File: src/rtl/wdog_pkg.sv
package wdog_pkg;
  // register byte offsets; software decodes these
  localparam logic [7:0] OFS_CTRL   = 8'h00;
  localparam logic [7:0] OFS_RANGE  = 8'h04;
  localparam logic [7:0] OFS_COUNT  = 8'h08;
  localparam logic [7:0] OFS_KICK   = 8'h0C;
  localparam logic [7:0] OFS_IRQCLR = 8'h14;
  // value that must be written to restart the count
  localparam logic [7:0] KICK_KEY   = 8'h76;
  localparam int         IDX_W      = 4;

  typedef struct packed {
    logic [IDX_W-1:0] init_idx;    // used on the enable edge
    logic [IDX_W-1:0] reload_idx;  // used on every later reload
  } range_t;
endpackage

File: src/rtl/wdog_regs.sv
module wdog_regs
  import wdog_pkg::*;
#(
  parameter int ADDR_W = 8,
  parameter int DATA_W = 32,
  parameter int CNT_W  = 32
) (
  input  logic              clk,
  input  logic              rst_n,
  input  logic              psel,
  input  logic              penable,
  input  logic              pwrite,
  input  logic [ADDR_W-1:0] paddr,
  input  logic [DATA_W-1:0] pwdata,
  output logic [DATA_W-1:0] prdata,
  input  logic [CNT_W-1:0]  cnt_val,
  input  logic              irq_state,
  output logic              en,
  output logic              mode,
  output range_t            range_q,
  output logic              ev_enable,
  output logic              ev_kick,
  output logic              ev_icr
);
  logic access, wr, rd;
  logic hit_ctrl, hit_range, hit_count, hit_kick, hit_icr;

  assign access    = psel & penable;
  assign wr        = access & pwrite;
  assign rd        = access & ~pwrite;
  assign hit_ctrl  = (paddr == ADDR_W'(OFS_CTRL));
  assign hit_range = (paddr == ADDR_W'(OFS_RANGE));
  assign hit_count = (paddr == ADDR_W'(OFS_COUNT));
  assign hit_kick  = (paddr == ADDR_W'(OFS_KICK));
  assign hit_icr   = (paddr == ADDR_W'(OFS_IRQCLR));

  // internal events brought out as named wires
  assign ev_enable = wr & hit_ctrl & pwdata[0] & ~en;
  assign ev_kick   = wr & hit_kick & (pwdata == DATA_W'(KICK_KEY));
  assign ev_icr    = rd & hit_icr;

  always_ff @(posedge clk or negedge rst_n) begin
    if (!rst_n) begin
      en      <= 1'b0;
      mode    <= 1'b0;
      range_q <= '0;
    end else if (wr) begin
      if (hit_ctrl) begin
        en   <= en | pwdata[0];   // set-only
        mode <= pwdata[1];
      end
      if (hit_range) range_q <= range_t'(pwdata[7:0]);
    end
  end

  always_comb begin
    prdata = '0;
    if (rd) begin
      if (hit_ctrl)       prdata = DATA_W'({mode, en});
      else if (hit_range) prdata = DATA_W'(range_q);
      else if (hit_count) prdata = DATA_W'(cnt_val);
      else if (hit_icr)   prdata = DATA_W'(irq_state);
    end
  end

  p_enable_sticky_r3: assert property (@(posedge clk) disable iff (!rst_n)
    en |=> en);
  p_enable_edge_r2: assert property (@(posedge clk) disable iff (!rst_n)
    ev_enable |=> en);
endmodule

File: src/rtl/wdog_counter.sv
module wdog_counter
  import wdog_pkg::*;
#(
  parameter int BASE_SHIFT = 16,
  parameter int CNT_W      = 32
) (
  input  logic             clk,
  input  logic             rst_n,
  input  logic             en,
  input  logic             halt,
  input  range_t           range_q,
  input  logic             ev_enable,
  input  logic             ev_kick,
  input  logic             ev_icr,
  input  logic             irq_reload,
  output logic [CNT_W-1:0] cnt,
  output logic             ev_expire
);
  function automatic logic [CNT_W-1:0] period_of(input logic [IDX_W-1:0] idx);
    return CNT_W'(1) << (BASE_SHIFT + int'(idx));
  endfunction

  logic run, sw_reload, any_load;
  assign run       = en & ~halt;
  assign sw_reload = ev_kick | ev_icr;
  assign ev_expire = run & ~sw_reload & (cnt == '0);
  assign any_load  = ev_enable | sw_reload | irq_reload;

  always_ff @(posedge clk or negedge rst_n) begin
    if (!rst_n) begin
      cnt <= '0;
    end else if (ev_enable) begin
      cnt <= period_of(range_q.init_idx);
    end else if (run) begin
      if (sw_reload || irq_reload) cnt <= period_of(range_q.reload_idx);
      else if (cnt != '0)          cnt <= cnt - 1'b1;
    end
  end

  p_count_down_r2: assert property (@(posedge clk) disable iff (!rst_n)
    (run && !any_load && cnt != '0) |=> (cnt == $past(cnt) - 1'b1));
  p_enable_load_r2: assert property (@(posedge clk) disable iff (!rst_n)
    ev_enable |=> (cnt == period_of($past(range_q.init_idx))));
  p_kick_reload_r4: assert property (@(posedge clk) disable iff (!rst_n)
    (run && ev_kick) |=> (cnt == period_of($past(range_q.reload_idx))));
  p_halt_zero_r10: assert property (@(posedge clk) disable iff (!rst_n)
    halt |-> (cnt == '0));
endmodule

File: src/rtl/wdog_resp.sv
module wdog_resp #(
  parameter int RST_CYCLES = 8
) (
  input  logic clk,
  input  logic rst_n,
  input  logic mode,
  input  logic ev_expire,
  input  logic ev_icr,
  output logic irq,
  output logic halt,
  output logic rst_out,
  output logic irq_reload
);
  localparam int PW = $clog2(RST_CYCLES + 1);

  logic [PW-1:0] pulse_cnt;
  logic          fire;

  assign irq_reload = ev_expire & mode & ~irq;
  assign fire       = ev_expire & ~irq_reload;
  assign rst_out    = (pulse_cnt != '0);

  always_ff @(posedge clk or negedge rst_n) begin
    if (!rst_n) begin
      irq       <= 1'b0;
      halt      <= 1'b0;
      pulse_cnt <= '0;
    end else begin
      if (irq_reload)  irq <= 1'b1;
      else if (ev_icr) irq <= 1'b0;
      if (fire) begin
        halt      <= 1'b1;
        pulse_cnt <= PW'(RST_CYCLES);
      end else if (pulse_cnt != '0) begin
        pulse_cnt <= pulse_cnt - 1'b1;
      end
    end
  end

  p_direct_fire_r6: assert property (@(posedge clk) disable iff (!rst_n)
    (ev_expire && !mode && !irq) |=> (rst_out && halt));
  p_irq_first_r7: assert property (@(posedge clk) disable iff (!rst_n)
    (ev_expire && mode && !irq) |=> (irq && !rst_out));
  p_second_reset_r8: assert property (@(posedge clk) disable iff (!rst_n)
    (ev_expire && irq) |=> rst_out);
  p_icr_clear_r9: assert property (@(posedge clk) disable iff (!rst_n)
    (ev_icr && !irq_reload) |=> !irq);
  p_no_refire_r10: assert property (@(posedge clk) disable iff (!rst_n)
    (halt && !rst_out) |=> !rst_out);
endmodule

File: src/rtl/wdog_timer.sv
module wdog_timer
  import wdog_pkg::*;
#(
  parameter int ADDR_W     = 8,
  parameter int DATA_W     = 32,
  parameter int BASE_SHIFT = 16,
  parameter int RST_CYCLES = 8
) (
  input  logic              clk,
  input  logic              rst_n,
  input  logic              psel,
  input  logic              penable,
  input  logic              pwrite,
  input  logic [ADDR_W-1:0] paddr,
  input  logic [DATA_W-1:0] pwdata,
  output logic [DATA_W-1:0] prdata,
  output logic              wdt_irq,
  output logic              wdt_rst
);
  localparam int CNT_W = BASE_SHIFT + (1 << IDX_W);

  logic             en, mode, halt;
  range_t           range_q;
  logic             ev_enable, ev_kick, ev_icr, ev_expire, irq_reload;
  logic [CNT_W-1:0] cnt;

  wdog_regs #(.ADDR_W(ADDR_W), .DATA_W(DATA_W), .CNT_W(CNT_W)) u_regs (
    .clk(clk), .rst_n(rst_n), .psel(psel), .penable(penable),
    .pwrite(pwrite), .paddr(paddr), .pwdata(pwdata), .prdata(prdata),
    .cnt_val(cnt), .irq_state(wdt_irq), .en(en), .mode(mode),
    .range_q(range_q), .ev_enable(ev_enable), .ev_kick(ev_kick),
    .ev_icr(ev_icr)
  );

  wdog_counter #(.BASE_SHIFT(BASE_SHIFT), .CNT_W(CNT_W)) u_cnt (
    .clk(clk), .rst_n(rst_n), .en(en), .halt(halt), .range_q(range_q),
    .ev_enable(ev_enable), .ev_kick(ev_kick), .ev_icr(ev_icr),
    .irq_reload(irq_reload), .cnt(cnt), .ev_expire(ev_expire)
  );

  wdog_resp #(.RST_CYCLES(RST_CYCLES)) u_resp (
    .clk(clk), .rst_n(rst_n), .mode(mode), .ev_expire(ev_expire),
    .ev_icr(ev_icr), .irq(wdt_irq), .halt(halt), .rst_out(wdt_rst),
    .irq_reload(irq_reload)
  );

  initial begin
    a_width_fits: assert (CNT_W <= DATA_W);
  end
endmodule

File: config.mk
export PLATFORM = sky130hd
export DESIGN_NAME = wdog_timer
export DESIGN_NICKNAME = d
export VERILOG_FILES = /design/src/rtl/wdog_pkg.sv /design/src/rtl/wdog_regs.sv /design/src/rtl/wdog_counter.sv /design/src/rtl/wdog_resp.sv /design/src/rtl/wdog_timer.sv
export SDC_FILE = /design/constraint.sdc
export NUM_CORES = 1
export LEC_CHECK = 0
export ABC_AREA = 1
export BUFFER_PORTS_ARGS = -buffer_cell sky130_fd_sc_hd__buf_4
export CAP_MARGIN = 20
export CORE_MARGIN = 5
export CORE_UTILIZATION = 60
export CTS_CLUSTER_SIZE = 14
export DETAILED_ROUTE_END_ITERATION = 12
export PLACE_DENSITY = 0.85
export SLEW_MARGIN = 25
export SYNTH_ARGS = -nofsm -noshare
export SYNTH_HDL_FRONTEND = slang
export SYNTH_SLANG_ARGS = --single-unit
File: constraint.sdc
create_clock -name clk -period 5.6 [get_ports clk]
set_input_delay 1.12 -clock clk [delete_from_list [all_inputs] [get_ports clk]]
set_output_delay 1.12 -clock clk [all_outputs]
set_load 0.01 [all_outputs]
==> results.json <==
{
  "min_from": "u_resp.halt",
  "end_kind": "output pin",
  "slew_violations": 0,
  "status": "completed",
  "cts_root_buf": "clkbuf_8",
  "crit_fanout": 24,
  "wl_per_cell_um": 14.5,
  "path_clk_slew_ps": 100,
  "hold_class": "reg2reg",
  "cp-startpoint": "paddr[7]",
  "clkLatencyLatePin_ps": 310,
  "antenna_left": 0,
  "drt-pass1-iter-count": 5,
  "first_global_vias": 4328,
  "yosys.cell_types.count": 38,
  "multi_input_area_mm2": 0.00252,
  "antenna_found_initial": 0,
  "setup_tns_ps": 0,
  "h-tree-depth": 2,
  "syn2layout_area_growth_pct": 16.4,
  "row_count": 30,
  "pre_cts_ws_ps": 1230,
  "fill_cells": 622,
  "finalInstanceArea_mm2": 0.00483,
  "swShare_pct": 26.5,
  "slew_headroom_pct": 40.0,
  "m1WireLength_mm": 5.08,
  "grt-ovfl-total": 0,
  "setup_viol": 0,
  "worst_pin_slew_ps": 900,
  "cts_tree": "done",
  "wl_met3_um": 961,
  "finalWorstPathRequiredPeriod_ps": 4390,
  "crit_type": "in2out",
  "cp.required_ps": 4480,
  "final_common_cell": "nand2_1",
  "finalWorstSetupSlack_ps": 1210,
  "power_frac_seq_pct": 55.4,
  "cts_buffers": 5,
  "dpl.hpwl_mm": 9.13,
  "route.met2.wl_mm": 5.76,
  "final_cell_mix": "231 x nand2_1, 107 x nor2_1, 82 x inv_1",
  "netlist_instances": 682,
  "dpl_cell_area_mm2": 0.00474,
  "syn_area_per_cell_um2": 6.09,
  "p_per_area_mw_per_mm2": 131,
  "antenna_cells": 0,
  "synth_area_leaders": "dfrtp_1 29%, nand2_1 21%, nor2_1 9.7%",
  "ir_drop_uv": 90.6,
  "yosysWarningCount": 0,
  "ys_seq_elements": 48,
  "gp_congestion": 0.898,
  "dr.first_iter.drc_count": 329,
  "power.internal_mw": 0.464,
  "combPwrFrac_pct": 8.8,
  "critical_path.startpoint_type": "input pin",
  "drive_above_1_share_pct": 15.0,
  "cts.sinks": 48,
  "cp_data_arrival_time_ps": 3270,
  "yosysSeqAreaShare_pct": 28.9,
  "routed_wl_mm": 12.0,
  "die_height_um": 93.2,
  "synth_top_area_share_pct": 28.9,
  "worstRegToRegCells": 10,
  "drc": 0,
  "design.core.area_mm2": 0.00676,
  "maxCapViolations": 0,
  "power_switching_mw": 0.167,
  "post_cts_buffers": 0,
  "io_buffer_count": 78,
  "grt_pass1_wl_mm": 20.0,
  "via_per_inst": 5.53,
  "clockBufferDepth": 2,
  "p_leak_nw": 2.56,
  "pin_count": 79,
  "worstReg2RegStart": "u_cnt.cnt[1]",
  "worstHoldPathCells": 2,
  "die-area_mm2": 0.00868,
  "postCtsHoldBufs": 0,
  "fp.dieW_um": 93.2,
  "timing.final.crit_share_pct": 78.3,
  "instances_no_fill": 829,
  "synth_top_cell_by_area": "dfrtp_1",
  "highest_layer": "met4",
  "fmax_ghz": 0.228,
  "clkPwrFrac_pct": 35.7,
  "placedCellCount": 821,
  "initial_core_util_pct": 61.4,
  "grt_usage_pct": 28.4,
  "hold_violations": 0,
  "grt_max_degree": 49,
  "syn-num-nets": 729,
  "register_area_mm2": 0.00120,
  "netlist_area_mm2": 0.00415,
  "fin_nets": 795,
  "finalClockSkew_ps": 9.12,
  "rsz0062_at_grt": "false",
  "fin_util_pct": 71.5,
  "vias": 4584,
  "post_cts_resized": 0
}
## state kept, by name (all words and copies together), names as in the netlist
register	count
u_resp.irq	1
u_regs.mode	1
u_regs.range_q	8
u_regs.en	1
u_resp.halt	1
u_cnt.cnt	32
u_resp.pulse_cnt	4
## Yosys cell counts (all sizes together)
cell	count
o22ai	2
inv	85
a21oi	8
o32ai	1
a41oi	1
nor2	115
clkbuf	10
nor3	26
nand3	49
xnor2	5
nor4	4
clkinv	3
xor2	23
nand4	22
and2	1
nand2	235
o21ai	21
ha	2
mux2	5
dfrtp	48
buf	10
a31oi	1
mux2i	2
a211oi	3
## stage by stage
| step | hold slack (ps) | total power [mW] |
|---|---|---|
| floorplan | 435 | 0.374 |
| global placement | 449 | 0.411 |
| detailed placement | 452 | 0.413 |
| CTS | 479 | 0.632 |
| global route | 513 | 0.655 |
| finish | 480 | 0.631 |
## cell type report
type	count	share of cell area (%)
clock inverters	3	0.466
multi-input cells	526	52.1
flip-flops and latches	48	24.9
inverters	88	6.84
well taps	80	2.07
clock buffers	5	1.42
repair buffers	79	12.3
## worst paths after layout
path	end	slack (ps)
max	prdata[31]	1210
min	u_resp.halt	480
max reg2reg	u_cnt.cnt[0]	2690
min reg2reg	u_resp.halt	480
max in group asynchronous	u_resp.halt	4340
min in group asynchronous	u_cnt.cnt[13]	810
## worst max-delay path, cell delays in order
cell and delay [ps]:
buf_4 110, nor2_1 150, nand3_2 170, inv_1 110, nand4_1 140, inv_1 200, nand2_1 510, nor3_1 540
buf_4 200
## per-layer routing
layer | up-vias | track usage, %
met5 | - | 0
met2 | 241 | 48.4
met1 | 2050 | 37.8
met3 | 22 | 3.30
li1 | 2271 | -
met4 | 0 | 8.91
## cell families (layout without fill, tap and decap cells)
| family | count (synthesis) | in the layout | synth area share [%] |
|---|---|---|---|
| mux | 7 | 7 | 1.84 |
| xor+xnor | 28 | 28 | 5.91 |
| flops | 48 | 48 | 28.9 |
| buf+inv | 108 | 175 | 10.5 |
| fa+ha+maj | 2 | 2 | 0.603 |
| simple gates | 452 | 452 | 46.8 |
| compound gates | 37 | 37 | 5.42 |
## power groups by stage
stage               clock network (mW)  logic, mW  registers (mW)
global route                     0.242     0.0632           0.350
detailed placement                   0     0.0561           0.357
global placement                     0     0.0547           0.357
CTS                              0.226     0.0562           0.350
finish                           0.225     0.0558           0.350
floorplan                            0     0.0188           0.355
Power figures use the tool's default switching activity.
